===== src/rtl/lpm_pkg.sv =====
package lpm_pkg;
    localparam int KEY_W   = 16;
    localparam int NKEYS   = 5;
    localparam int NSLOTS  = 3 * NKEYS + 1;
    localparam int LINE_W  = KEY_W * NSLOTS;
    localparam int PAY_W   = KEY_W - 1;

    typedef logic [KEY_W-1:0] key_t;

    typedef struct packed {
        logic             is_info;
        logic [PAY_W-1:0] pay;
    } ptr_t;

    typedef enum logic [2:0] {
        ST_IDLE,
        ST_ARR_RD,
        ST_ARR_WAIT,
        ST_NODE_RD,
        ST_NODE_WAIT,
        ST_EVAL,
        ST_RESP
    } walk_st_t;
endpackage


===== src/rtl/lpm_col_mux.sv =====
module lpm_col_mux
    import lpm_pkg::*;
#(
    parameter int ADDR_W = 32,
    parameter int NCOL   = (ADDR_W - KEY_W) / KEY_W,
    parameter int COL_W  = (NCOL > 1) ? $clog2(NCOL) : 1
) (
    input  logic [ADDR_W-1:0] addr,
    input  logic [COL_W-1:0]  col,
    output key_t              key
);
    key_t cols [NCOL];

    generate
        for (genvar c = 0; c < NCOL; c++) begin : g_col
            assign cols[c] = addr[ADDR_W-KEY_W-1-KEY_W*c -: KEY_W];
        end
    endgenerate

    assign key = cols[col];
endmodule


===== src/rtl/lpm_node_cmp.sv =====
module lpm_node_cmp
    import lpm_pkg::*;
#(
    parameter int NK    = NKEYS,
    parameter int CNT_W = $clog2(NK + 1),
    parameter int IDX_W = (NK > 1) ? $clog2(NK) : 1
) (
    input  logic [KEY_W*(3*NK+1)-1:0] line,
    input  key_t                      key,
    output ptr_t                      pick,
    output logic                      eq_hit
);
    logic [NK-1:0]    eq_vec;
    logic [NK-1:0]    lt_vec;
    logic [CNT_W-1:0] lt_cnt;
    logic [IDX_W-1:0] eq_idx;

    generate
        for (genvar i = 0; i < NK; i++) begin : g_key
            assign eq_vec[i] = (line[KEY_W*i +: KEY_W] == key);
            assign lt_vec[i] = (line[KEY_W*i +: KEY_W] <  key);
        end
    endgenerate

    always_comb begin
        lt_cnt = '0;
        eq_idx = '0;
        for (int i = 0; i < NK; i++) begin
            lt_cnt = lt_cnt + CNT_W'(lt_vec[i]);
        end
        for (int i = NK - 1; i >= 0; i--) begin
            if (eq_vec[i]) eq_idx = IDX_W'(i);
        end
        eq_hit = |eq_vec;
        if (eq_hit)
            pick = ptr_t'(line[KEY_W*(NK + int'(eq_idx)) +: KEY_W]);
        else
            pick = ptr_t'(line[KEY_W*(2*NK + int'(lt_cnt)) +: KEY_W]);
    end
endmodule


===== src/rtl/lpm_walker.sv =====
module lpm_walker
    import lpm_pkg::*;
#(
    parameter int ADDR_W    = 32,
    parameter int MAX_DEPTH = 4,
    parameter int NCOL      = (ADDR_W - KEY_W) / KEY_W,
    parameter int COL_W     = (NCOL > 1) ? $clog2(NCOL) : 1,
    parameter int DEP_W     = $clog2(MAX_DEPTH + 1)
) (
    input  logic              clk,
    input  logic              rst,
    input  logic              req_valid,
    output logic              req_ready,
    input  logic [ADDR_W-1:0] req_addr,
    input  logic              mcol_en,
    output logic              rsp_valid,
    output logic [PAY_W-1:0]  rsp_info,
    output logic              rsp_err,
    output logic              mem_rd_en,
    output logic              mem_rd_node,
    output logic [KEY_W-1:0]  mem_rd_addr,
    input  logic              mem_rd_valid,
    input  logic [LINE_W-1:0] mem_rd_data
);
    localparam logic [COL_W-1:0] LAST_COL = COL_W'(NCOL - 1);

    walk_st_t          st_q;
    logic [ADDR_W-1:0] addr_q;
    logic [PAY_W-1:0]  node_q;
    logic [COL_W-1:0]  col_q;
    logic [DEP_W-1:0]  depth_q;
    logic [LINE_W-1:0] line_q;
    logic [PAY_W-1:0]  info_q;
    logic              err_q;

    key_t cur_key;
    ptr_t pick;
    logic eq_hit;
    ptr_t arr_ptr;

    lpm_col_mux #(.ADDR_W(ADDR_W), .NCOL(NCOL), .COL_W(COL_W)) u_col (
        .addr (addr_q),
        .col  (col_q),
        .key  (cur_key)
    );

    lpm_node_cmp #(.NK(NKEYS)) u_cmp (
        .line   (line_q),
        .key    (cur_key),
        .pick   (pick),
        .eq_hit (eq_hit)
    );

    assign arr_ptr     = ptr_t'(mem_rd_data[KEY_W-1:0]);
    assign req_ready   = (st_q == ST_IDLE);
    assign rsp_valid   = (st_q == ST_RESP);
    assign rsp_info    = info_q;
    assign rsp_err     = err_q;
    assign mem_rd_en   = (st_q == ST_ARR_RD) || (st_q == ST_NODE_RD);
    assign mem_rd_node = (st_q == ST_NODE_RD);
    assign mem_rd_addr = mem_rd_node ? {1'b0, node_q} : addr_q[ADDR_W-1 -: KEY_W];

    always_ff @(posedge clk) begin
        if (rst) begin
            st_q    <= ST_IDLE;
            addr_q  <= '0;
            node_q  <= '0;
            col_q   <= '0;
            depth_q <= '0;
            line_q  <= '0;
            info_q  <= '0;
            err_q   <= 1'b0;
        end else begin
            case (st_q)
                ST_IDLE: if (req_valid) begin
                    addr_q  <= req_addr;
                    col_q   <= '0;
                    depth_q <= '0;
                    err_q   <= 1'b0;
                    st_q    <= ST_ARR_RD;
                end
                ST_ARR_RD: st_q <= ST_ARR_WAIT;
                ST_ARR_WAIT: if (mem_rd_valid) begin
                    if (arr_ptr.is_info) begin
                        info_q <= arr_ptr.pay;
                        st_q   <= ST_RESP;
                    end else begin
                        node_q <= arr_ptr.pay;
                        st_q   <= ST_NODE_RD;
                    end
                end
                ST_NODE_RD: begin
                    depth_q <= depth_q + 1'b1;
                    st_q    <= ST_NODE_WAIT;
                end
                ST_NODE_WAIT: if (mem_rd_valid) begin
                    line_q <= mem_rd_data;
                    st_q   <= ST_EVAL;
                end
                ST_EVAL: begin
                    if (pick.is_info) begin
                        info_q <= pick.pay;
                        st_q   <= ST_RESP;
                    end else if (depth_q == DEP_W'(MAX_DEPTH)) begin
                        info_q <= '0;
                        err_q  <= 1'b1;
                        st_q   <= ST_RESP;
                    end else begin
                        node_q <= pick.pay;
                        if (eq_hit && mcol_en && (col_q != LAST_COL))
                            col_q <= col_q + 1'b1;
                        st_q <= ST_NODE_RD;
                    end
                end
                default: st_q <= ST_IDLE;
            endcase
        end
    end

    a_r9_idle_no_read: assert property (@(posedge clk) disable iff (rst)
        req_ready |-> !mem_rd_en);
    a_r9_rsp_single: assert property (@(posedge clk) disable iff (rst)
        rsp_valid |=> !rsp_valid);
    a_r1_array_first: assert property (@(posedge clk) disable iff (rst)
        (mem_rd_en && !mem_rd_node) |-> (depth_q == '0));
    a_r8_depth_cap: assert property (@(posedge clk) disable iff (rst)
        depth_q <= DEP_W'(MAX_DEPTH));
    a_r8_err_payload: assert property (@(posedge clk) disable iff (rst)
        (rsp_valid && rsp_err) |-> (rsp_info == '0));
    a_r7_col_forward: assert property (@(posedge clk) disable iff (rst)
        (st_q != ST_IDLE) |=> (col_q >= $past(col_q)));
endmodule


===== config.mk =====
export PLATFORM = sky130hd
export DESIGN_NAME = lpm_walker
export DESIGN_NICKNAME = d
export VERILOG_FILES = /design/src/rtl/lpm_pkg.sv /design/src/rtl/lpm_col_mux.sv /design/src/rtl/lpm_node_cmp.sv /design/src/rtl/lpm_walker.sv
export SDC_FILE = /design/constraint.sdc
export NUM_CORES = 1
export LEC_CHECK = 0
export BUFFER_PORTS_ARGS = -buffer_cell sky130_fd_sc_hd__buf_2
export CAP_MARGIN = 20
export CORE_AREA = 2 2 175 306
export DETAILED_ROUTE_END_ITERATION = 8
export DIE_AREA = 0 0 177 308
export PLACE_DENSITY_LB_ADDON = 0.3
export SKIP_CTS_REPAIR_TIMING = 1
export SLEW_MARGIN = 20
export SYNTH_ARGS = -nofsm -noshare
export SYNTH_HDL_FRONTEND = slang
export SYNTH_SLANG_ARGS = --single-unit

===== constraint.sdc =====
create_clock -name clk -period 4.35 [get_ports clk]
set_input_delay 0.435 -clock clk [delete_from_list [all_inputs] [get_ports clk]]
set_output_delay 0.435 -clock clk [all_outputs]
set_load 0.01 [all_outputs]

---- Yosys cells after proc, flatten, opt, wreduce, memory -nomap -nowiden ----
Cells that the tools add are included.
operators by class
  shift operators ......................... 2
  order comparisons ....................... 6
  reduce and logical (&&, ||, !) cells .... 16
  eq/ne operators ......................... 22
  multiplexer cells ....................... 35
  $add $sub $neg .......................... 8
operators with widths
  operator                                              count
  variable part select 256 x 32 -> 16 bit               2
  2-to-1 mux 15 bit                                     8
  equality test 16 bit                                  5
  less-than comparator 16 bit                           5
  one-hot mux 15 bit (2 select lines)                   2
  2-to-1 mux 16 bit                                     3
  2-to-1 mux 3 bit                                      12
  inequality test 2 bit (second input constant)         9
  one-hot mux 3 bit (6 select lines)                    1
  equality test 3 bit (second input constant)           4
  AND reduction 5 bit                                   2
  adder 3 x 1 -> 3 bit                                  3
  AND reduction 4 bit                                   2
  equality test 3 x 2 -> 1 bit (second input constant)  2
  2-to-1 mux 1 bit                                      6
  one-hot mux 3 bit (2 select lines)                    1
  AND reduction 2 bit                                   3
  nonzero test 2 bit                                    3
  adder 4 x 3 -> 5 bit (first input constant)           1
  OR reduction 5 bit                                    1
  adder 3 x 3 -> 4 bit (first input constant)           1
  one-hot mux 1 bit (2 select lines)                    2
  adder 3 x 1 -> 3 bit (second input constant)          1
  equality test 3 x 1 -> 1 bit (second input constant)  1
  8 further kinds                                       9
word-level totals
  register bits ........................... 326
  output and inout port bits .............. 36
  input port bits ......................... 293

---- Logic depth before layout (Yosys ltp) ----
Gate-level depths: netlist of the first run.
  depth in word-level cells ............... 14
  depth in mapped cells ................... 25
  depth with buffers taken out ............ 23

---- Cells and area by module ----
Synthesis of the first run repeated with hierarchy kept, for this count alone.
unflattened totals
  cell total of the unflattened synthesis .. 1979
  area, all modules ....................... 15481.1 um^2
by module, submodules not included
  module        area an instance (um^2)  cells an instance  times used
  lpm_walker    11811.3                  1518               1
  lpm_node_cmp  3549.7                   445                1
  lpm_col_mux   120.1                    16                 1

---- Worst setup path after synthesis of the first run ----
OpenSTA, ideal clock, no wires.
  path kind ............................... register to register
  from .................................... reg addr_q[5]
  to ...................................... reg node_q[9]
  setup time .............................. 0.148 ns
  data arrival time ....................... 4.583 ns
  slack ................................... -0.382 ns
  clock period less this slack ............ 4.732 ns
  data required time ...................... 4.202 ns
  cell stages (with the launch flop) ...... 24
  path buffers ............................ 2
  cells stage by stage .................... dfxtp_1 inv_1 ha_1 a21o_1 a21o_1 a21oi_1 o21ai_0 a221o_1 a31oi_1 ha_1 inv_1 fa_1 inv_1 ha_1 inv_1 fa_1 clkbuf_1 clkbuf_1 mux2i_1 a22o_1 a21oi_1 o21ai_0 a21boi_0 a221oi_2
on the way
  cells in the longest elaborated chain, start to end .. 13
  elaborated cells on any way between the ends .. 31
  classes of those cells .................. add/sub: 6; order compare: 5; eq/ne: 6; shift: 2; mux: 10; reduce/logical: 2
RTL lines
  element                                                              RTL line            source
  from (decl)                                                          lpm_walker.sv:28    logic [ADDR_W-1:0] addr_q;
  from (signal assigned)                                               lpm_walker.sv:76    addr_q <= req_addr;
  2-to-1 mux 16 bit (implied by the code) (*)                          lpm_col_mux.sv:20   assign key = cols[col];
  branches (longest 8 deep; another with less-than comparator 16 bit)  n/a
  2-to-1 mux 16 bit (*)                                                lpm_node_cmp.sv:35  if (eq_hit)
  2-to-1 mux 15 bit                                                    lpm_walker.sv:104   end else if (depth_q == DEP_W'(MAX_DEPTH)) begin
  2-to-1 mux 15 bit                                                    lpm_walker.sv:101   if (pick.is_info) begin
  one-hot mux 15 bit (2 select lines)                                  lpm_walker.sv:74    case (st_q)
  to (signal assigned)                                                 lpm_walker.sv:88    node_q <= arr_ptr.pay;
  to (signal assigned)                                                 lpm_walker.sv:109   node_q <= pick.pay;
  to (decl)                                                            lpm_walker.sv:29    logic [PAY_W-1:0] node_q;
Every way passes the cells marked *. The select of a mux whose other input is x is not followed.
A chain may end at the register's enable or synchronous reset.

---- Final worst setup path of the first run ----
  from .................................... reg addr_q[1]
  to ...................................... reg node_q[11]
The elaborated chain is that of the path after synthesis.

==> results of run 1 <==
[stage by stage]
| step | TNS [ps] | util (%) | worst slack, ps | instances | area, µm² |
|---|---|---|---|---|---|
| 6_report | -15570 | 38.92 | -521.1 | 3029 | 20270 |
| 5_1_grt | -22250 | 38.91 | -732.2 | 3028 | 20270 |
| 4_1_cts | -21620 | 38.00 | -883.1 | 3019 | 19790 |
| 3_5_place_dp | -20550 | 35.69 | -844.9 | 2956 | 18590 |
| 3_3_place_gp | -19190 | 35.69 | -835.2 | 2956 | 18590 |
| 2_1_floorplan | -5.754 | - | -5.754 | 1961 | 15590 |
[kinds of logic after synthesis]
| group | count (synthesis) | synth area share, % |
|---|---|---|
| adders and majority gates | 87 | 7.124 |
| buffers and inverters | 169 | 4.418 |
| AOI/OAI and AO/OA | 520 | 20.64 |
| muxes | 65 | 4.806 |
| and+or+nand+nor | 794 | 20.95 |
| DFF | 325 | 42.00 |
| xor gates and xnor gates | 1 | 0.05655 |
[worst max-delay path: cells and delay by family (launching register included)]
family | cells | cell delay (ps)
AOI/OAI and AO/OA | 9 | 1640
adders and majority gates | 4 | 1620
buffers and inverters | 7 | 780
DFF | 1 | 330
muxes | 1 | 120
and+or+nand+nor | 2 | 260
[final timing paths]
path / end / startpoint / cells past startpoint
hold / removal: line_q[228] / mem_rd_data[228] / 3
hold reg to reg: addr_q[31] / addr_q[31] / 2
setup reg to reg: node_q[11] / addr_q[1] / 23
setup / recovery: node_q[11] / addr_q[1] / 23
[Yosys cell counts (3+ instances only)]
library cell    n  area (µm²)
mux4_2          6       135.1
nand3_1        16       80.08
o22ai_1         5       31.28
and2_0          3       18.77
buf_6           4       45.04
nor2_1         39       146.4
o21a_1          9       67.56
o2bb2ai_1       4       35.03
a31oi_1         6       37.54
a22oi_1         7       52.55
buf_2          13       65.06
a21boi_0        8       60.06
nand3b_1        3       22.52
a32oi_1         5       43.79
nor3_1         14       70.07
o221a_2        10       112.6
buf_1           4       15.01
mux2i_1        44       440.4
a221oi_1        3       26.28
a311oi_1       10       87.58
a211oi_1       23       172.7
a21oi_1       332        1662
nand2_1       658        2470
nand4_1        21       131.4
o211ai_1        6       45.04
and4_1          7       61.31
inv_1          34       127.6
a21o_1         18       135.1
a221oi_2       10       150.1
clkbuf_1      113       424.2
dfxtp_1       325        6506
o221ai_1        9       78.83
a22o_1          7       61.31
nand2b_1        5       31.28
ha_1           85        1064
mux2_2         15       168.9
o21ai_0        29       145.1
nor2b_1        11       68.82
[layout make-up]
type / count / area share (%)
inverter: 34 / 0.6420
clock buffer: 50 / 4.902
timing repair buffer: 457 / 13.99
clock inverter: 13 / 1.025
antenna: 5 / 0.06173
sequential: 325 / 32.12
tap: 678 / 4.185
multi-input combinational: 1467 / 43.08
[sequential cells by signal, summed over array words and instances, names as in the netlist]
signal    cells
depth_q       3
rsp_info     15
line_q      256
rsp_err       1
st_q          3
addr_q       32
node_q       15
[power by group through the flow]
stage / Sequential [mW] / Combinational (mW) / Clock [mW]
4_1_cts: 3.15 / 4.26 / 3.25
3_5_place_dp: 3.22 / 4.24 / 0
5_1_grt: 3.16 / 5.09 / 3.35
2_1_floorplan: 3.19 / 2.50 / 0
6_report: 3.15 / 4.79 / 3.18
3_3_place_gp: 3.21 / 4.20 / 0
[metal layers]
| layer | wire length (µm) | vias to the layer above | share of wire [%] |
|---|---|---|---|
| li1 | - | 7479 | - |
| met1 | 22580 | 7312 | 36 |
| met2 | 32990 | 445 | 53 |
| met3 | 2790 | 145 | 4.5 |
| met4 | 4058 | 6 | 6.5 |
| met5 | 43 | - | 0.069 |
==> flow_summary.json, run 1 <==
{
  "status": "finished with violations",
  "violations": "setup timing",
  "cp_common_cell": "o21a_1",
  "final_cell_mix": "658 x nand2_1, 326 x buf_2, 324 x a21oi_1",
  "clock.fmax_mhz": 205.3,
  "path_max_fanout": 7,
  "nets": 2700,
  "period_share_pct": 112.0,
  "gr-usage-met2_pct": 41.37,
  "drive_gt1_share_pct": 27.45,
  "critPathCaptureType": "register",
  "post-route-drc-count": 0,
  "htree_levels": 2,
  "power_frac_seq_pct": 28.4,
  "min_period_ps": 4871,
  "yosys_warnings": 0,
  "clock_sinks": 325,
  "drt_iter0_drc": 843,
  "hold_viol": 0,
  "ir_drop_mv": 0.5133,
  "path_cells": "inv_2 > buf_6 > ha_1 > nor2b_1 > o21a_1 > o21a_1 > o21a_1 > o21a_1 > o2111ai_2 > nand3_2 > fa_1 > inv_2 > ha_4 > inv_2 > fa_2 > buf_6 > buf_6 > o2bb2ai_4 > mux2i_4 > o211ai_4 > o22ai_4 > clkbuf_16 > a221oi_2",
  "leakagePower_nw": 8.010,
  "die-area_um2": 54520,
  "wl_per_cell_um": 20.62,
  "globalRouteMet3Util_pct": 3.131,
  "syn-cell-area_um2": 15490,
  "n_fill_cell": 5501,
  "antenna_found_initial": 11,
  "finalSetupViolCount": 33,
  "timing.hold.ws_ps": 119.9,
  "powerDensity_nw_per_um2": 548.9,
  "ios": 329,
  "met1_usage_pct": 23.36,
  "viasPerCell": 5.080,
  "regArea_um2": 6510,
  "rsz0062_at_grt": "yes",
  "io_buffer_count": 327,
  "core_um2": 52080,
  "clock-skew-final_ps": 22.77,
  "groute.usage.overall_pct": 22.22,
  "clockPowerShare_pct": 28.6,
  "num_rows": 111,
  "max_cap_viol_count": 0,
  "syn_inst": 1961,
  "sw_frac_of_total_pct": 35.17,
  "seq_area_frac_synth_pct": 42.00,
  "root_buffer": "clkbuf_16",
  "async_flop_share_pct": 0,
  "arrival_ps": 5320,
  "clk_latency_ps": 540,
  "synth_cell_types": 71,
  "critPathLaunchType": "register",
  "crit_type": "reg2reg",
  "grt_max_degree": 142,
  "cp_slowest_cell": "fa_2",
  "final_common_cell": "nand2_1",
  "drtPass1Iterations": 5,
  "gp_congestion": 0.9109,
  "synth-edff-count": 0,
  "total_power_mw": 11.13,
  "dp_hpwl_mm": 48.47,
  "busiest_layer": "met2",
  "crit_required_ps": 4800,
  "grt_pass1_wl_mm": 91.18,
  "drtAntennaViolNets": 0,
  "p_comb_share_pct": 43.1,
  "overflow": 0,
  "power_switching_mw": 3.913,
  "dieHeight_um": 308,
  "hold_class": "in2reg",
  "reg2reg_slack_ps": -520,
  "cts_made_buffers": 35,
  "num_vias": 15390,
  "p_int_mw": 7.212,
  "max-slew-margin-rel_pct": 39.21,
  "cts_tree": "yes",
  "cpPeakStageDelay_ps": 680,
  "syn_nets": 2341,
  "slew_violations": 0,
  "tightest_slew_ps": 911.8,
  "clk_path_buf_depth": 3,
  "synth_flop_cell": "dfxtp_1",
  "grt_pass1_vias": 15360,
  "clk_pin_slew_ps": 60,
  "start_util_pct": 29.74,
  "wl_mm": 62.46,
  "setup_slack_ps": -521.1,
  "die_x_um": 177,
  "synth-seq-cells": 325,
  "syn_to_final_growth_pct": 30.85,
  "synth.avg_cell_area_um2": 7.899,
  "multi_input_area_um2": 8731
}
No activity file was read; power rests on OpenSTA's default activity.
==> run 2, diff against run 1 <==
SETUP_SLACK_MARGIN = 0.4   (was not set)
==> run 2 against run 1 <==
Net effect:
- the run still ends with setup timing left
- critical path type unchanged
- die area did not move
- critical endpoint is now rsp_info[7]
- largest power group unchanged
- clock power rose by 1%
- via count fell by 0.29%
==> flow_summary.json, run 2 (same netlist as run 1, synthesis figures left out) <==
{
  "clock.fmax_mhz": 201.3,
  "min_period_ps": 4968,
  "drtPass1Iterations": 5,
  "period_share_pct": 114.2,
  "final_cells": 3053,
  "largest-register": "line_q",
  "tightest_slew_ps": 959.0,
  "wl_mm": 62.27,
  "viasPerCell": 5.026,
  "status": "finished with violations",
  "ios": 329,
  "drive_gt1_share_pct": 27.38,
  "path_cells": "inv_4 > ha_4 > a21o_1 > a21o_1 > a21oi_1 > o21ai_1 > a221o_1 > a31oi_4 > ha_1 > inv_2 > fa_1 > inv_2 > ha_4 > inv_2 > fa_2 > nor2b_2 > buf_4 > a21o_1 > o211ai_1 > a31oi_2 > o211ai_1 > a311oi_1",
  "arrival_ps": 5410,
  "cpPeakStageDelay_ps": 650,
  "powerDensity_nw_per_um2": 578.7,
  "clock_sinks": 325,
  "fin_tns_setup_ps": -17050,
  "top_regs": "line_q x256, addr_q x32",
  "max_cap_viol_count": 0,
  "root_buffer": "clkbuf_16",
  "hold_viol": 0,
  "critPathLaunchType": "register",
  "final_common_cell": "nand2_1",
  "placed_area_um2": 18560,
  "stdcell_area_um2": 20350,
  "busiest_layer": "met2",
  "gp_congestion": 0.9061,
  "slew_violations": 0,
  "overflow": 0,
  "setup_slack_ps": -618.5,
  "place_inst": 2956,
  "post-route-drc-count": 0,
  "crit_type": "reg2reg",
  "critPathCaptureType": "register",
  "leakagePower_nw": 8.103,
  "cts_made_buffers": 36,
  "clk_path_buf_depth": 3,
  "crit_required_ps": 4790,
  "drtAntennaViolNets": 0,
  "final_util_pct": 39.08,
  "final_cell_mix": "658 x nand2_1, 328 x a21oi_1, 326 x buf_2",
  "path_max_fanout": 7,
  "met1_usage_pct": 22.84,
  "htree_levels": 2,
  "violations": "setup timing",
  "dieHeight_um": 308,
  "n_fill_cell": 5479,
  "io_buffer_count": 327,
  "gr-usage-met2_pct": 41.91,
  "grt_max_degree": 167,
  "globalRouteMet3Util_pct": 3.698,
  "hold_class": "in2reg",
  "cts_tree": "yes",
  "groute.usage.overall_pct": 22.18,
  "grt_pass1_wl_mm": 90.81,
  "antenna_found_initial": 17,
  "syn_to_final_growth_pct": 31.40,
  "rsz0062_at_grt": "yes",
  "drt_iter0_drc": 932,
  "die_x_um": 177,
  "clock-skew-final_ps": 22.65,
  "cp_slowest_cell": "fa_2",
  "timing.hold.ws_ps": 125.8,
  "clk_pin_slew_ps": 60,
  "clk_latency_ps": 540,
  "num_vias": 15340,
  "finalSetupViolCount": 33,
  "die-area_um2": 54520,
  "ir_drop_mv": 0.3625,
  "nets": 2722,
  "wl_per_cell_um": 20.40,
  "start_util_pct": 29.74,
  "core_um2": 52080,
  "largest_reg_flops": 256,
  "grt_pass1_vias": 15280,
  "dp_hpwl_mm": 48.05,
  "max-slew-margin-rel_pct": 36.06,
  "num_rows": 111
}
-- run 2: changes by cell type in the layout (fill, tap and decap cells not counted), sizes merged --
cell,previous run,this run
clkinv,6,7
bufinv,5,4
inv,35,37
clkinvlp,1,2
buf,456,477
-- run 2: final timing paths --
check | cells after the start | from | endpoint | slack [ps]
worst max-delay path | 22 | addr_q[5] | rsp_info[7] | -620
worst max register to register | 22 | addr_q[5] | rsp_info[7] | -620
worst min register to register | 2 | line_q[194] | line_q[194] | 450
worst min-delay path | 3 | mem_rd_data[219] | line_q[219] | 130
-- run 2: metal layers --
layer  up-vias  wire, µm  part of all wire [%]
met5         -       128                  0.21
met4        18      3775                   6.1
met3       152      2978                   4.8
met2       450     33070                    53
met1      7185     22310                    36
li1       7538         -                     -
-- run 2: per-stage QoR --
| step | setup slack (ps) | power (mW) |
|---|---|---|
| 6_report | -618.5 | 11.78 |
| 5_1_grt | -957.3 | 12.29 |
| 4_1_cts | -906.1 | 10.86 |
| 3_5_place_dp | -858.7 | 7.609 |
| 3_3_place_gp | -765.7 | 7.553 |
| 2_1_floorplan | 18.36 | 5.754 |
-- run 2: critical path, delay by kind of cell, from the launching register on --
kind / cells / cell delay [ps]
compound gates: 11 / 2120
simple gates: 1 / 240
buf+inv: 5 / 460
flops: 1 / 350
fa+ha+maj: 5 / 1710
-- run 2: area by class of cell --
class / count / area [µm²] / area share [%]
inverter: 34 / 132.6 / 0.6516
sequential: 325 / 6511 / 31.99
timing repair buffer: 478 / 2958 / 14.53
antenna: 5 / 12.51 / 0.06147
tap: 678 / 848.3 / 4.168
multi-input combinational: 1467 / 8652 / 42.51
clock buffer: 50 / 1035 / 5.084
clock inverter: 16 / 203.9 / 1.002
-- run 2: where the power goes --
| group | internal (mW) | switching (mW) | total, mW | leakage (nW) |
|---|---|---|---|---|
| combinational | 2.72 | 2.69 | 5.40 | 4.87 |
| clock | 1.92 | 1.30 | 3.22 | 0.606 |
| sequential | 3.08 | 0.0773 | 3.15 | 2.63 |
| total | 7.71 | 4.07 | 11.8 | 8.10 |
==> run 3, diff against run 2 <==
CORE_AREA = 2 2 220 244   (was 2 2 175 306)
DIE_AREA = 0 0 222 246   (was 0 0 177 308)
==> run 3 against run 2 <==
Net effect:
- the run still ends with setup timing left
- sequential share of layout area is 0.54 points higher
- sequential power hardly changed
- combinational power down 22%
- first-iteration DRC count is 22% higher
- core utilization down 0.65 points
- largest power group unchanged
==> flow_summary.json, run 3 (same netlist as run 1, synthesis figures left out) <==
{
  "fin_tns_setup_ps": -12320,
  "nets": 2680,
  "num_rows": 88,
  "worst-path-buf-inv": 5,
  "num_vias": 15250,
  "core_um2": 52080,
  "status": "finished with violations",
  "period_share_pct": 109.8,
  "drtPass1Iterations": 6,
  "path_delay_family": "compound AO/OA/AOI/OAI gates",
  "path_max_fanout": 5,
  "powerDensity_nw_per_um2": 535.0,
  "dieHeight_um": 246,
  "path_cells": "inv_4 > ha_4 > nor2b_1 > o21ai_1 > nand2b_1 > a21oi_2 > o21ai_1 > a221o_1 > a31oi_2 > ha_1 > inv_2 > fa_1 > inv_2 > ha_4 > inv_2 > fa_2 > nand2b_4 > buf_4 > o22ai_1 > a21o_1 > o211ai_1 > a31oi_2 > o211ai_1 > a311oi_1",
  "rsz0062_at_grt": "yes",
  "crit_type": "reg2reg",
  "clock.fmax_mhz": 209.4,
  "largest_reg_flops": 256,
  "critPathCaptureType": "register",
  "largest-register": "line_q",
  "die_x_um": 222,
  "max-slew-margin-rel_pct": 24.87,
  "clock_sinks": 325,
  "clk_path_buf_depth": 3,
  "leakagePower_nw": 7.902,
  "hold_class": "in2reg",
  "dp_hpwl_mm": 45.13,
  "syn_to_final_growth_pct": 29.22,
  "start_util_pct": 29.74,
  "wl_per_cell_um": 19.92,
  "ir_drop_mv": 0.6317,
  "cpPeakStageDelay_ps": 620,
  "drtAntennaViolNets": 0,
  "wl_mm": 59.92,
  "tightest_slew_ps": 1124,
  "final_util_pct": 38.43,
  "htree_levels": 2,
  "clock-skew-final_ps": 27.68,
  "critPathLaunchType": "register",
  "final_common_cell": "nand2_1",
  "gp_congestion": 0.9208,
  "groute.usage.overall_pct": 21.24,
  "root_buffer": "clkbuf_16",
  "overflow": 0,
  "setup_slack_ps": -425.7,
  "max_cap_viol_count": 0,
  "finalSetupViolCount": 33,
  "drive_gt1_share_pct": 26.28,
  "violations": "setup timing",
  "drt_iter0_drc": 1139,
  "viasPerCell": 5.069,
  "min_period_ps": 4776,
  "cts_tree": "yes",
  "ios": 329,
  "antenna_found_initial": 6,
  "post-route-drc-count": 0,
  "grt_pass1_wl_mm": 88.80,
  "cp_common_cell": "inv_2",
  "crit_required_ps": 4750,
  "clk_latency_ps": 570,
  "die-area_um2": 54610,
  "clk_pin_slew_ps": 60,
  "cts_made_buffers": 38,
  "cp_slowest_cell": "fa_2",
  "grt_max_degree": 194,
  "top_regs": "line_q x256, addr_q x32",
  "grt_pass1_vias": 14730,
  "arrival_ps": 5170,
  "total_power_mw": 10.71,
  "final_cell_mix": "658 x nand2_1, 327 x a21oi_1, 326 x buf_2",
  "io_buffer_count": 327,
  "hold_viol": 0,
  "slew_violations": 0
}
==> run 3: changes by cell type in the layout (fill, tap and decap cells not counted), sizes merged <==
cell      before  now
clkinv         7    6
buf          477  432
clkbuf        51   55
bufinv         4    3
clkinvlp       2    4
diode          5    4
==> run 3: worst register-to-register path: stages (launching register included) <==
cell	delay (ps)
dfxtp_2	330
inv_4	80
ha_4	200
nor2b_1	120
o21ai_1	120
nand2b_1	80
a21oi_2	110
o21ai_1	90
a221o_1	330
a31oi_2	190
ha_1	280
inv_2	70
fa_1	420
inv_2	110
ha_4	130
inv_2	40
fa_2	620
nand2b_4	150
buf_4	120
o22ai_1	110
a21o_1	170
o211ai_1	270
a31oi_2	160
o211ai_1	210
a311oi_1	110
==> run 3: final timing paths <==
kind | slack, ps | to | cells after the start | startpoint
worst max-delay path | -430 | rsp_info[7] | 24 | addr_q[1]
worst min-delay path | 110 | line_q[197] | 3 | mem_rd_data[197]
worst max register to register | -430 | rsp_info[7] | 24 | addr_q[1]
worst min register to register | 450 | addr_q[31] | 2 | addr_q[31]
==> run 3: cell type report <==
type                            instances  area, µm²
Clock buffer                           53       1119
Timing Repair Buffer                  434       2620
Fill cell                            5398      32060
Antenna cell                            4      10.01
Clock inverter                         16      176.4
Multi-Input combinational cell       1467       8602
Sequential cell                       325       6513
Tap cell                              675      844.6
Inverter                               34      132.6
==> run 3: report_power, final <==
part	internal, mW	switching, mW	total, mW
Clock	1.98	1.35	3.33
Combinational	1.93	2.29	4.21
Sequential	3.08	0.0850	3.16
==> run 3: stage by stage <==
step | instance area (µm²) | hold WS (ps) | std cells | worst slack, ps
global placement | 18400 | 438.1 | 2930 | -496.4
global route | 20020 | 112.6 | 3008 | -603.7
floorplan | 15630 | 431.1 | 1961 | 18.36
finish | 20020 | 105.4 | 3008 | -425.7
detailed placement | 18400 | 442.6 | 2930 | -499.8
CTS | 19690 | 84.17 | 2999 | -553.6
==> run 3: routing by layer <==
layer,GRT usage (%),wire [µm],vias up
met1,27.22,26270,7213
met2,35.77,28480,473
li1,-,-,7452
met3,2.803,2834,108
met4,9.380,2324,2
met5,0,11,-
